## config.mk

```make
export PLATFORM = sky130hd
export DESIGN_NAME = pwm_run_ctrl
export DESIGN_NICKNAME = d
export VERILOG_FILES = /design/src/rtl/pwm_run_pkg.sv /design/src/rtl/pwm_rst_sync.sv /design/src/rtl/pwm_prescaler.sv /design/src/rtl/pwm_period_cnt.sv /design/src/rtl/pwm_run_fsm.sv /design/src/rtl/pwm_run_ctrl.sv
export SDC_FILE = /design/constraint.sdc
export NUM_CORES = 1
export LEC_CHECK = 0
export ABC_CLOCK_PERIOD_IN_PS = 5900
export BUFFER_PORTS_ARGS = -buffer_cell sky130_fd_sc_hd__buf_2
export CAP_MARGIN = 25
export CORE_UTILIZATION = 58
export DETAILED_ROUTE_END_ITERATION = 8
export MAX_ROUTING_LAYER = met4
export PLACE_DENSITY = 0.95
export SLEW_MARGIN = 20
export SYNTH_ARGS = -nofsm -noshare
export SYNTH_HDL_FRONTEND = slang
export SYNTH_HIERARCHICAL = 1
export SYNTH_SLANG_ARGS = --single-unit
```

## constraint.sdc

```tcl
create_clock -name clk -period 5.9 [get_ports clk]
set_clock_uncertainty 0.1 [all_clocks]
set_input_delay 1.77 -clock clk [delete_from_list [all_inputs] [get_ports clk]]
set_output_delay 1.77 -clock clk [all_outputs]
set_load 0.1 [all_outputs]
```

## src/rtl/pwm_run_pkg.sv

```systemverilog
package pwm_run_pkg;

  localparam int CTRL_W = 6;

  // Control word layout, MSB first
  typedef struct packed {
    logic       balance;   // [5]
    logic       finish;    // [4]
    logic       slave;     // [3]
    logic       run;       // [2]
    logic [1:0] div_sel;   // [1:0]
  } ctrl_t;

  typedef enum logic [1:0] {
    ST_IDLE  = 2'd0,
    ST_RUN   = 2'd1,
    ST_DRAIN = 2'd2
  } run_state_e;

endpackage

```

## src/rtl/pwm_rst_sync.sv

```systemverilog
module pwm_rst_sync #(
  parameter int STAGES = 2
) (
  input  logic clk,
  input  logic rst_n,
  output logic rst_sync_n
);

  logic [STAGES-1:0] sync_q;

  always_ff @(posedge clk or negedge rst_n) begin
    if (!rst_n) begin
      sync_q <= '0;
    end else begin
      sync_q <= {sync_q[STAGES-2:0], 1'b1};
    end
  end

  assign rst_sync_n = sync_q[STAGES-1];

endmodule

```

## src/rtl/pwm_prescaler.sv

```systemverilog
module pwm_prescaler #(
  parameter int DIV1_LOG2 = 2,
  parameter int DIV2_LOG2 = 5,
  parameter int DIV3_LOG2 = 8,
  localparam int PRE_W    = DIV3_LOG2
) (
  input  logic       clk,
  input  logic       rst_n,
  input  logic       run_en,
  input  logic [1:0] div_sel,
  output logic       tick
);

  logic [PRE_W-1:0] cnt_q;
  logic [PRE_W-1:0] cnt_d;
  logic [PRE_W-1:0] lim_tab [4];
  logic [PRE_W-1:0] lim;

  // Terminal count for each divider code
  for (genvar g = 0; g < 4; g++) begin : g_lim
    localparam int LOG2 = (g == 0) ? 0 :
                          (g == 1) ? DIV1_LOG2 :
                          (g == 2) ? DIV2_LOG2 : DIV3_LOG2;
    assign lim_tab[g] = PRE_W'((1 << LOG2) - 1);
  end

  always_comb begin
    lim  = lim_tab[div_sel];
    tick = run_en && (cnt_q >= lim);
    if (!run_en) begin
      cnt_d = '0;
    end else if (tick) begin
      cnt_d = '0;
    end else begin
      cnt_d = cnt_q + 1'b1;
    end
  end

  always_ff @(posedge clk or negedge rst_n) begin
    if (!rst_n) begin
      cnt_q <= '0;
    end else begin
      cnt_q <= cnt_d;
    end
  end

endmodule

```

## src/rtl/pwm_period_cnt.sv

```systemverilog
module pwm_period_cnt #(
  parameter int PER_W = 8
) (
  input  logic             clk,
  input  logic             rst_n,
  input  logic             run_en,
  input  logic             tick,
  input  logic [PER_W-1:0] period,
  input  logic             ext_end,
  output logic [PER_W-1:0] cnt,
  output logic             cycle_end
);

  logic [PER_W-1:0] cnt_q;
  logic [PER_W-1:0] cnt_d;
  logic             wrap;

  always_comb begin
    wrap      = tick && (cnt_q >= period);
    cycle_end = tick && (wrap || ext_end);
    cnt_d     = cnt_q;
    if (!run_en) begin
      cnt_d = '0;
    end else if (tick) begin
      cnt_d = wrap ? '0 : cnt_q + 1'b1;
    end
  end

  always_ff @(posedge clk or negedge rst_n) begin
    if (!rst_n) begin
      cnt_q <= '0;
    end else begin
      cnt_q <= cnt_d;
    end
  end

  assign cnt = cnt_q;

endmodule

```

## src/rtl/pwm_run_fsm.sv

```systemverilog
module pwm_run_fsm
  import pwm_run_pkg::*;
(
  input  logic  clk,
  input  logic  rst_n,
  input  ctrl_t ctl,
  input  logic  master_run,
  input  logic  master_slave,
  input  logic  third_run,
  input  logic  cycle_end,
  output logic  run_en
);

  run_state_e st_q;
  run_state_e st_d;
  logic       start_req;
  logic       hold_req;

  always_comb begin
    // Own run bit wins; otherwise a slave follows the chain
    start_req = ctl.run | (ctl.slave & (master_run | (master_slave & third_run)));
    // Deferred stop only for a stand-alone stage, until the cycle ends
    hold_req  = ctl.finish & ~ctl.slave & ~cycle_end;
    st_d      = st_q;
    unique case (st_q)
      ST_IDLE: begin
        if (start_req) st_d = ST_RUN;
      end
      ST_RUN, ST_DRAIN: begin
        if (start_req)     st_d = ST_RUN;
        else if (hold_req) st_d = ST_DRAIN;
        else               st_d = ST_IDLE;
      end
      default: st_d = ST_IDLE;
    endcase
  end

  always_ff @(posedge clk or negedge rst_n) begin
    if (!rst_n) begin
      st_q <= ST_IDLE;
    end else begin
      st_q <= st_d;
    end
  end

  assign run_en = (st_q != ST_IDLE);

endmodule

```

## src/rtl/pwm_run_ctrl.sv

```systemverilog
module pwm_run_ctrl
  import pwm_run_pkg::*;
#(
  parameter int PER_W     = 8,
  parameter int DIV1_LOG2 = 2,
  parameter int DIV2_LOG2 = 5,
  parameter int DIV3_LOG2 = 8
) (
  input  logic              clk,
  input  logic              rst_n,
  input  logic [CTRL_W-1:0] ctrl_i,
  input  logic              master_run_i,
  input  logic              master_slave_i,
  input  logic              third_run_i,
  input  logic              cycle_end_i,
  input  logic [PER_W-1:0]  period_i,
  output logic              run_en_o,
  output logic              tick_o,
  output logic              cycle_end_o,
  output logic [PER_W-1:0]  cnt_o,
  output logic              balance_o
);

  ctrl_t ctl;
  logic  rst_sync_n;
  logic  run_en;
  logic  tick;
  logic  cyc_end;

  assign ctl = ctrl_t'(ctrl_i);

  pwm_rst_sync #(.STAGES(2)) u_rst (
    .clk        (clk),
    .rst_n      (rst_n),
    .rst_sync_n (rst_sync_n)
  );

  pwm_run_fsm u_fsm (
    .clk          (clk),
    .rst_n        (rst_sync_n),
    .ctl          (ctl),
    .master_run   (master_run_i),
    .master_slave (master_slave_i),
    .third_run    (third_run_i),
    .cycle_end    (cyc_end),
    .run_en       (run_en)
  );

  pwm_prescaler #(
    .DIV1_LOG2 (DIV1_LOG2),
    .DIV2_LOG2 (DIV2_LOG2),
    .DIV3_LOG2 (DIV3_LOG2)
  ) u_pre (
    .clk     (clk),
    .rst_n   (rst_sync_n),
    .run_en  (run_en),
    .div_sel (ctl.div_sel),
    .tick    (tick)
  );

  pwm_period_cnt #(.PER_W(PER_W)) u_per (
    .clk       (clk),
    .rst_n     (rst_sync_n),
    .run_en    (run_en),
    .tick      (tick),
    .period    (period_i),
    .ext_end   (cycle_end_i),
    .cnt       (cnt_o),
    .cycle_end (cyc_end)
  );

  assign run_en_o    = run_en;
  assign tick_o      = tick;
  assign cycle_end_o = cyc_end;
  assign balance_o   = ctl.balance;

endmodule

```

**Word-level counts from Yosys, hierarchy flattened**

Cells that the tools add are included.

- Add/sub/neg operators: 2
- Multiply operators: 0
- Div/mod/pow operators: 0
- Order comparisons: 3
- Equal/unequal tests: 4
- Shift-type cells: 0
- Multiplexer cells: 12
- Bitwise gates (word level): 9
- Reductions and logical operators: 7

Operators by type and width:

| cell | count |
|---|---|
| $mux W8 | 7 |
| $add A8 B1 Y8 const B | 2 |
| $bmux W8 S2 | 1 |
| $ge A8 B8 Y1 | 2 |
| $mux W2 | 3 |
| $and A1 B1 Y1 | 4 |
| $pmux W2 S2 | 1 |
| $ge A3 B3 Y1 const B | 1 |
| $logic_and A1 B1 Y1 | 3 |
| $not A2 Y3 | 1 |
| $eq A2 B1 Y1 const B | 1 |
| $eq A2 B2 Y1 const B | 1 |
| $logic_not A2 Y1 | 1 |
| $ne A2 B1 Y1 const B | 1 |
| $ne A2 B2 Y1 const B | 1 |
| $not A1 Y1 | 2 |
| $or A1 B1 Y1 | 2 |
| $reduce_bool A2 Y1 | 1 |
| $reduce_or A2 Y1 | 1 |
| $logic_or A1 B1 Y1 | 1 |

- Register bits after elaboration: 20
- Latch bits: 0
- Bits in writable memories: 0
- ROM bits: 0
- Output and inout bits: 12
- Logic and storage cells: 41
- Memories: 0

**Longest topological paths before layout**

Gate-level depths: netlist of run 1.

- Depth after elaboration: 14
- Mapped depth: 11
- Mapped depth without buffers: 11

**Cells and area by module**

The synthesis of run 1 kept the hierarchy.

Modules (own cells, without submodules):

| module | times used | cells an instance | area each (sq um) |
|---|---|---|---|
| pwm_period_cnt | 1 | 72 | 665.6 |
| pwm_prescaler | 1 | 55 | 563.0 |
| pwm_run_fsm | 1 | 16 | 145.1 |
| pwm_rst_sync | 1 | 3 | 53.8 |
| pwm_run_ctrl | 1 | 1 | 7.5 |

**Worst setup path before layout of run 1**

OpenSTA, ideal clock, no wires.

- Path type: input -> output
- Start point: in ctrl_i[1]
- End point: out cycle_end_o
- Data arrival time: 5.936 ns
- Data required time: 4.030 ns
- Slack: -1.906 ns
- Cell stages on the path: 7
- Path buffers: 0
- Path through: or2_2 > ha_1 > nand2b_1 > a21oi_4 > o31ai_1 > and2_1 > a21boi_0

- Word-level cells in the longest chain between the ends: 9

RTL lines:

| what | RTL line | RTL |
|---|---|---|
| start, declared | pwm_run_ctrl.sv:11 | `input logic [CTRL_W-1:0] ctrl_i,` |
| $not A2 Y3 (not written as such) * | pwm_prescaler.sv:28 | `lim = lim_tab[div_sel];` |
| $bmux W8 S2 * | pwm_prescaler.sv:28 |  |
| $mux W8 (not written as such) * (2 in series) | pwm_prescaler.sv:28 |  |
| $ge A8 B8 Y1 * | pwm_prescaler.sv:29 | `tick = run_en && (cnt_q >= lim);` |
| $logic_and A1 B1 Y1 * | pwm_prescaler.sv:29 |  |
| named net tick_o | pwm_run_ctrl.sv:18 | `output logic tick_o,` |
| $logic_and A1 B1 Y1 | pwm_period_cnt.sv:19 | `wrap = tick && (cnt_q >= period);` |
| $logic_or A1 B1 Y1 | pwm_period_cnt.sv:20 | `cycle_end = tick && (wrap \|\| ext_end);` |
| $logic_and A1 B1 Y1 * | pwm_period_cnt.sv:20 |  |
| end, declared | pwm_run_ctrl.sv:19 | `output logic cycle_end_o,` |

The timed path passes the listed nets; every way through them passes the cells marked *. The select of a mux whose other input is x is not followed.

**Worst setup path after layout of run 1**

- Start point: in ctrl_i[1]
- End point: out tick_o

- Word-level cells in the longest chain between the ends: 6

RTL lines:

| what | RTL line |
|---|---|
| $not A2 Y3 (not written as such) | pwm_prescaler.sv:28 |
| $bmux W8 S2 | pwm_prescaler.sv:28 |
| $mux W8 (not written as such) (2 in series) | pwm_prescaler.sv:28 |
| $ge A8 B8 Y1 | pwm_prescaler.sv:29 |
| $logic_and A1 B1 Y1 | pwm_prescaler.sv:29 |
| end, declared | pwm_run_ctrl.sv:18 |

No other way between the ends. The select of a mux whose other input is x is not followed.

==> results of run 1 <==
## per-stage QoR
step	hold WS, ps	instances	util	setup slack, ps	instance area (um^2)
6_report	193	206	0.728	400	1660
5_1_grt	267	206	0.728	265	1660
4_1_cts	220	206	0.728	409	1660
3_5_place_dp	217	203	0.719	409	1640
3_3_place_gp	204	203	0.719	475	1640
2_1_floorplan	127	147	-	40.6	1450
## kinds of logic after synthesis
family | count (synthesis)
xor+xnor | 6
flops | 20
compound gates | 31
other cells | 1
fa+ha+maj | 20
simple gates | 49
buf+inv | 20
## sequential cells by signal, summed over array words and instances, names as in the netlist
signal / cells
u_per/cnt: 8
u_rst/sync_q: 2
u_pre/cnt_q: 8
u_fsm/st_q: 2
## worst min path at each step
stage                         start              end
floorplan           u_rst/sync_q[1]    u_fsm/st_q[0]
global placement    u_rst/sync_q[1]     u_per/cnt[5]
detailed placement  u_rst/sync_q[1]     u_per/cnt[5]
CTS                 u_rst/sync_q[1]   u_pre/cnt_q[5]
global route        u_rst/sync_q[0]  u_rst/sync_q[1]
finish              u_rst/sync_q[1]   u_pre/cnt_q[5]
## final cells by class
class                      count  area, um^2  share of cell area
multi-input combinational    107         868               0.524
sequential                    20         500               0.302
timing repair buffer          29         160              0.0966
inverter                      19        71.3              0.0430
tap                           28        35.0              0.0211
clock buffer                   3        22.5              0.0136
## worst max-delay path, cell delays in order
cell and delay [ps]:
buf_2 110, or2_2 310, ha_1 270, nand2b_1 140, a21oi_4 80, o31ai_1 240
and2_2 250, buf_2 450
## metal layers
metal,vias to the layer above,routed length [um],track usage,share of wire
met5,-,0,-,0
met4,0,39,0.117,0.013
met3,6,109,0.0205,0.037
met2,35,1500,0.448,0.51
met1,574,1270,0.288,0.44
li1,582,-,-,-
## synth_stat cells
| cell | n |
|---|---|
| ha_1 | 20 |
| buf_4 | 1 |
| o21a_1 | 1 |
| or2_2 | 3 |
| a31oi_1 | 1 |
| and3_1 | 2 |
| o31ai_1 | 3 |
| nand3_1 | 12 |
| conb_1 | 1 |
| or4b_1 | 1 |
| o21ai_0 | 5 |
| or4_4 | 1 |
| o311ai_4 | 1 |
| nand2b_1 | 2 |
| o32a_1 | 1 |
| a21boi_0 | 1 |
| a21o_1 | 1 |
| a32o_1 | 1 |
| nand2b_4 | 1 |
| nor2_1 | 10 |
| a221o_1 | 1 |
| and2_1 | 2 |
| a2111o_1 | 1 |
| o311ai_2 | 4 |
| xnor2_1 | 2 |
| or3_1 | 2 |
| nand4_1 | 1 |
| nand2_1 | 11 |
| nand2_4 | 1 |
| a21oi_4 | 1 |
| inv_1 | 19 |
| xor2_1 | 4 |
| dfrtp_1 | 20 |
| a211oi_4 | 1 |
| a21oi_1 | 7 |
| a2111oi_0 | 1 |
## placed cells by master, fill, tap and decap left out, types with 2 or more instances in the layout
cell / Yosys / layout
clkbuf_4: 0 / 3
o21ai_0: 5 / 5
dfrtp_1: 20 / 20
nand2b_1: 2 / 2
or3_1: 2 / 2
xor2_1: 4 / 4
inv_1: 19 / 19
buf_2: 0 / 28
ha_1: 20 / 20
a21oi_1: 7 / 7
nor2_1: 10 / 10
o31ai_1: 3 / 3
xnor2_1: 2 / 2
nand2_1: 11 / 11
nand3_1: 12 / 12
or2_2: 3 / 3
o311ai_2: 4 / 4
and3_1: 2 / 2
## power by group through the flow
| stage | Clock [mW] | Sequential (mW) | Combinational (mW) |
|---|---|---|---|
| after floorplan | 0 | 0.169 | 0.148 |
| after global placement | 0 | 0.168 | 0.175 |
| after detailed placement | 0 | 0.169 | 0.181 |
| after CTS | 0.0651 | 0.167 | 0.182 |
| after global routing | 0.0689 | 0.169 | 0.204 |
| final | 0.0616 | 0.166 | 0.183 |
==> impl_metrics.yaml, run 1 <==
route:
  drc_errors: 0
  dr.pass1.iters: 4
  detail-route-antenna-nets: 0
  viasPerCell: 5.81
  dr_total_vias: 1197
  wirelength_um: 2920
  wl_per_cell_um: 14.2
  drt_iter0_markers: 32
worst_setup_path:
  startpoint_type: "primary input"
  critPathCaptureType: "primary output"
  cp.arrival_ps: 3630
  crit_type: "primary input to primary output"
  worstPathMaxFanout: 5
  timing.rr.start: "u_pre/cnt_q[2]"
  endpoint: "tick_o"
  startpoint: "ctrl_i[1]"
  worst_ep_required_time_ps: 4030
  r2r-end: "u_fsm/st_q[1]"
  reg2reg_depth: 9
  rrSetupSlack_ps: 2960
sta:
  tns_ps: 0
  max_freq_ghz: 0.182
  worst_pin_slew_ps: 715
  rsz0062_at_grt: "no"
  hold_violations: 0
  fin_crit_sh: 0.932
  maxSlewHeadroom: 0.523
  setup_viol: 0
  drv_slew: 0
  fin_crit_ps: 5500
die:
  coreArea_um2: 2280
  fp.dieH_um: 51.7
  initial_core_util: 0.631
  die_area_um2: 2680
  io_pins: 32
  die_w_um: 51.7
  rows: 17
layout:
  drive_above_1_share: 0.264
  fillCellCount: 168
  fin_nets: 220
  area_growth_pct: 15.5
  antenna_cells: 0
logic_synthesis:
  syn_nets: 187
  ys_warn_count: 6
  syn_inst: 147
  ys_seq_area_frac: 0.349
  synth_top_area_frac: 0.349
  synth_xor_area_frac: 0.0366
  synthTopCellsByArea: "dfrtp_1 35%, ha_1 17%, inv_1 5.0%"
  syn_area_per_cell_um2: 9.76
  synth_area_um2: 1440
  synthSimpleGateAreaFrac: 0.181
  yosysUniqueCellTypes: 36
  yosys.area.top_type: "dfrtp_1"
  synthAdderAreaFrac: 0.174
  synth_top_family_by_area: "compound AO/OA/AOI/OAI gates"
  muxShareOfSynthArea: 0
  synth-compound-area-share: 0.201
  yosys_register_bits: 20
clocking:
  clock_latency_ps: 290
  path_clk_slew_ps: 100
  clockBufferDepth: 2
  cts_root_buf: "clkbuf_4"
  ctsHoldBuffers: 0
  htreeDepth: 1
  tritoncts.num_buffers: 3
  cts.sinks: 20
  cts_setup_buffers: 0
  ctsResizeCount: 0
  cts_tree: "done"
global_routing:
  antenna_found_initial: 0
  grt_overflow: 0
  grt_pass1_vias: 1162
  grt_pass1_wl_um: 4850
  grt_max_degree: 19
  grt_usage: 0.252
run:
  drv_cap: 0
pwr:
  power_frac_clock: 0.150
  power.share.sequential: 0.405
  p_switching_mw: 0.174
  internal_power_mw: 0.237
  peakVddDrop_mv: 0.247
  p_comb_frac: 0.445
  p_leak_nw: 0.871
  power.density_nw_per_um2: 248
  total_power_mw: 0.411
  p_sw_frac: 0.424
place:
  globalplace.congestion: 0.776
  io_buffers: 29
  hpwlAfterDp_um: 2400
status:
  status: "finished clean"
min_path:
  hold_path_class: "register to asynchronous set/reset pin"
Power figures use the tool's default switching activity.
==> run 2: changes to the inputs <==
--- a/config.mk
+++ b/config.mk
@@ -6,12 +6,12 @@
 export NUM_CORES = 1
 export LEC_CHECK = 0
 export ABC_CLOCK_PERIOD_IN_PS = 5900
-export BUFFER_PORTS_ARGS = -buffer_cell sky130_fd_sc_hd__buf_2
 export CAP_MARGIN = 25
-export CORE_UTILIZATION = 58
+export CORE_UTILIZATION = 65
 export DETAILED_ROUTE_END_ITERATION = 8
+export DONT_BUFFER_PORTS = 1
 export MAX_ROUTING_LAYER = met4
-export PLACE_DENSITY = 0.95
+export PLACE_DENSITY = 0.92
 export SLEW_MARGIN = 20
 export SYNTH_ARGS = -nofsm -noshare
 export SYNTH_HDL_FRONTEND = slang
==> impl_metrics.yaml, run 2 (synthesis gave the netlist of run 1 again) <==
global_routing:
  grt_usage: 0.259
  grt_pass1_wl_um: 4710
  grt_max_degree: 19
  grt_pass1_vias: 1114
  antenna_found_initial: 0
  grt_overflow: 0
layout:
  final_cell_mix: "20 x ha_1, 20 x dfrtp_1, 19 x inv_1, 12 x nand3_1, 11 x nand2_1"
  antenna_cells: 0
  drive_above_1_share: 0.155
  fin_nets: 197
  area_growth_pct: 7.41
worst_setup_path:
  worst_ep_required_time_ps: 4030
  critPathCaptureType: "primary output"
  crit_type: "primary input to primary output"
  startpoint_type: "primary input"
  worstPathMaxFanout: 3
  cp.arrival_ps: 3580
  reg2reg_depth: 8
die:
  fp.dieH_um: 49.0
  rows: 16
  initial_core_util: 0.710
  coreArea_um2: 2020
  die_w_um: 49.0
  die_area_um2: 2400
  io_pins: 32
sta:
  setup_viol: 0
  setup_ws_ps: 454
  drv_slew: 0
  worst_pin_slew_ps: 1050
  max_freq_ghz: 0.184
  fin_crit_sh: 0.923
  rsz0062_at_grt: "no"
  tns_ps: 0
  hold_violations: 0
  maxSlewHeadroom: 0.303
  holdWs_ps: 216
  fin_crit_ps: 5450
route:
  wirelength_um: 2730
  viasPerCell: 6.10
  dr.pass1.iters: 4
  drt_iter0_markers: 19
  dr_total_vias: 1111
  drc_errors: 0
  wl_per_cell_um: 15.0
  detail-route-antenna-nets: 0
place:
  dp_slack_ps: 462
  hpwlAfterDp_um: 2120
  io_buffers: 0
  globalplace.congestion: 0.844
clocking:
  ctsResizeCount: 0
  cts.sinks: 20
  cts_tree: "done"
  tritoncts.num_buffers: 3
  ctsHoldBuffers: 0
  cts_setup_buffers: 0
  cts_root_buf: "clkbuf_4"
  htreeDepth: 1
  path_clk_slew_ps: 110
  clock_latency_ps: 310
  clockBufferDepth: 2
pwr:
  peakVddDrop_mv: 0.195
  total_power_mw: 0.413
  power.density_nw_per_um2: 268
  p_leak_nw: 0.770
status:
  status: "finished clean"
run:
  drv_cap: 0
min_path:
  hold_path_class: "register to asynchronous set/reset pin"
run 2: cell count changes in the layout (fill, tap and decap cells not counted):
cell / change
buf_2: -28
buf_4: +6
buf_12: -1
run 2: final timing paths:
kind / startpoint / slack (ps) / endpoint
max: ctrl_i[1] / 450 / cycle_end_o
min: u_rst/sync_q[1] / 220 / u_per/cnt[5]
max reg2reg: u_per/cnt[7] / 2390 / u_fsm/st_q[1]
min reg2reg: u_rst/sync_q[1] / 220 / u_per/cnt[5]
max in group asynchronous: rst_n / 4600 / u_rst/sync_q[0]
min in group clk: u_rst/sync_q[0] / 270 / u_rst/sync_q[1]
run 2: power by group:
group	internal [mW]	total (mW)	switching [mW]
clock network	0.0239	0.0658	0.0418
registers	0.151	0.167	0.0157
logic	0.0597	0.181	0.121
run 2: through the flow:
| stage | std cells | utilization | instance area [um^2] |
|---|---|---|---|
| floorplan | 147 | - | 1450 |
| global route | 182 | 0.762 | 1540 |
| global placement | 179 | 0.751 | 1520 |
| finish | 182 | 0.762 | 1540 |
| CTS | 182 | 0.762 | 1540 |
| detailed placement | 179 | 0.751 | 1520 |
run 2: area by class of cell:
| class | instances | area [um^2] |
|---|---|---|
| inverter | 19 | 71.3 |
| timing repair buffer | 6 | 45.0 |
| tap | 27 | 33.8 |
| sequential | 20 | 500 |
| clock buffer | 3 | 22.5 |
| multi-input combinational | 107 | 868 |
| fill | 129 | 480 |
run 2: worst max-delay path, stage by stage:
cell	delay (ps)
or2_2	290
ha_1	270
nand2b_1	150
a21oi_4	80
o31ai_1	220
and2_2	180
a21boi_4	610
run 2: per-layer routing:
layer  vias to the layer above  GRT usage  share of wire
met2                        50      0.468           0.50
li1                        536          -              -
met4                         0     0.0735         0.0099
met1                       522      0.294           0.43
met5                         -          -              0
met3                         3     0.0436          0.058
==> run 3: changes to the inputs <==
--- a/config.mk
+++ b/config.mk
@@ -5,6 +5,7 @@
 export SDC_FILE = /design/constraint.sdc
 export NUM_CORES = 1
 export LEC_CHECK = 0
+export ABC_AREA = 1
 export ABC_CLOCK_PERIOD_IN_PS = 5900
 export CAP_MARGIN = 25
 export CORE_UTILIZATION = 65
==> impl_metrics.yaml, run 3 <==
layout:
  register_area_um2: 500
  fillCellCount: 181
  multi_input_area_um2: 876
  final_cell_mix: "70 x nand2_1, 36 x inv_1, 29 x nor2_1, 20 x ha_1, 20 x dfrtp_1"
  layoutNonFillerInstCount: 259
  fin_nets: 272
  area_growth_pct: 8.81
  antenna_cells: 0
  final_common_cell: "nand2_1"
  drive_above_1_share: 0.0952
  final_core_util: 0.755
worst_setup_path:
  worst_ep_required_time_ps: 4030
  crit_type: "primary input to primary output"
  cpMostUsedCell: "nand2_1"
  cp_slowest_stage_delay_ps: 310
  worstPathMaxFanout: 9
  endpoint: "cycle_end_o"
  timing.rr.start: "u_pre/cnt_q[5]"
  cp.arrival_ps: 3400
  rrSetupSlack_ps: 3170
  startpoint: "ctrl_i[0]"
  path_cells: "nand2_1 > ha_1 > nand2_1 > nor2_1 > nand4_1 > nand3_2 > nand2_1 > clkinvlp_4 > inv_1 > o21bai_1 > inv_1 > buf_4"
  crit_path_top_delay_cell: "ha_1"
  critPathCaptureType: "primary output"
  startpoint_type: "primary input"
  r2r-end: "u_per/cnt[4]"
  reg2reg_depth: 11
global_routing:
  antenna_found_initial: 0
  grt_usage: 0.259
  grt_overflow: 0
  grt_pass1_vias: 1273
  grt_pass1_wl_um: 4910
  grt_max_degree: 19
route:
  wirelength_um: 2890
  top_layer: "met3"
  drt-met1-wl_um: 1320
  wl_met2_um: 1410
  routed-wl-met3_um: 158
  viasPerCell: 5.30
  drt_iter0_markers: 25
  drc_errors: 0
  dr_total_vias: 1372
  dr.pass1.iters: 4
  wl_per_cell_um: 11.1
  detail-route-antenna-nets: 0
logic_synthesis:
  synth_flop_cell: "dfrtp_1"
  synth_top_area_frac: 0.326
  postSynth.asyncResetShare: 1.00
  syn_inst: 219
  yosys_register_bits: 20
  synthTopCellsByArea: "dfrtp_1 33%, nand2_1 17%, ha_1 16%"
  synth.top_cells.by_count: "70 x nand2_1, 37 x inv_1, 29 x nor2_1"
  synth_area_um2: 1530
  yosys.area.top_type: "dfrtp_1"
  yosysUniqueCellTypes: 22
  ys_seq_area_frac: 0.326
  syn_nets: 259
  synth_most_common_cell: "nand2_1"
  syn_area_per_cell_um2: 7.00
  ys_warn_count: 6
  synth-edff-count: 0
clocking:
  tritoncts.num_buffers: 3
  clock_latency_ps: 300
  ctsHoldBuffers: 0
  cts.sinks: 20
  clockBufferDepth: 2
  cts_setup_buffers: 0
  cts_root_buf: "clkbuf_4"
  cts_tree: "done"
  path_clk_slew_ps: 110
  ctsResizeCount: 0
  htreeDepth: 1
die:
  fp.dieH_um: 50.6
  rows: 17
  io_pins: 32
  die_w_um: 50.6
  die_area_um2: 2560
  coreArea_um2: 2210
  initial_core_util: 0.693
place:
  hpwlAfterDp_um: 2270
  io_buffers: 0
  globalplace.congestion: 0.833
  dp.cells: 255
  dp_slack_ps: 614
sta:
  holdWs_ps: 190
  drv_slew: 0
  fin_crit_ps: 5270
  tns_ps: 0
  rsz0062_at_grt: "no"
  fin_crit_sh: 0.893
  worst_pin_slew_ps: 702
  maxSlewHeadroom: 0.532
  setup_viol: 0
  max_freq_ghz: 0.190
  setup_ws_ps: 631
  hold_violations: 0
pwr:
  power.density_nw_per_um2: 229
  p_leak_nw: 1.00
  peakVddDrop_mv: 0.251
status:
  status: "finished clean"
run:
  drv_cap: 0
min_path:
  hold_path_class: "register to asynchronous set/reset pin"
-- run 3: how the worst min path moves through the flow --
stage                         start              to  slack [ps]  depth (start not counted)
floorplan           u_rst/sync_q[1]   u_fsm/st_q[0]         130                          0
global placement    u_rst/sync_q[1]  u_pre/cnt_q[6]         210                          0
detailed placement  u_rst/sync_q[1]   u_fsm/st_q[0]         210                          0
CTS                 u_rst/sync_q[1]   u_fsm/st_q[0]         220                          0
global route        u_rst/sync_q[1]   u_fsm/st_q[1]         270                          0
finish              u_rst/sync_q[1]    u_per/cnt[2]         190                          0
-- run 3: layout make-up --
type                            instances  share of cell area
Inverter                               38              0.0877
Sequential cell                        20               0.300
Timing Repair Buffer                   10              0.0450
Clock buffer                            4              0.0217
Tap cell                               28              0.0210
Multi-Input combinational cell        159               0.525
-- run 3: through the flow --
| stage | cell area, um^2 | power, mW |
|---|---|---|
| 4_1_cts | 1670 | 0.385 |
| 3_5_place_dp | 1630 | 0.307 |
| 2_1_floorplan | 1540 | 0.289 |
| 6_report | 1670 | 0.382 |
| 3_3_place_gp | 1630 | 0.302 |
| 5_1_grt | 1670 | 0.407 |
-- run 3: report_power, final --
| part | leakage, nW | switching (mW) | internal, mW |
|---|---|---|---|
| combinational | 0.713 | 0.102 | 0.0377 |
| clock | 0.0210 | 0.0399 | 0.0376 |
| sequential | 0.269 | 0.0142 | 0.150 |
-- run 3: logic make-up after synthesis --
logic type               Yosys count  synth area share
AND/OR/NAND/NOR                  123             0.339
buffers and inverters             40             0.103
adder cells (fa/ha/maj)           20             0.163
flip-flops                        20             0.326
AO/OA/AOI/OAI                     12            0.0498
XOR/XNOR                           3            0.0171
other                              1           0.00244
-- run 3: worst max-delay path, delay by kind of cell --
family / cells / cell delay (ps)
AND/OR/NAND/NOR: 6 / 700
AO/OA/AOI/OAI: 1 / 140
buffers and inverters: 4 / 480
adder cells (fa/ha/maj): 1 / 310
-- run 3: metal layers --
| metal | GRT usage | vias to the layer above |
|---|---|---|
| met1 | 0.304 | 625 |
| met3 | 0.0455 | 0 |
| met5 | - | - |
| met2 | 0.471 | 45 |
| li1 | - | 702 |
| met4 | 0.0370 | 0 |
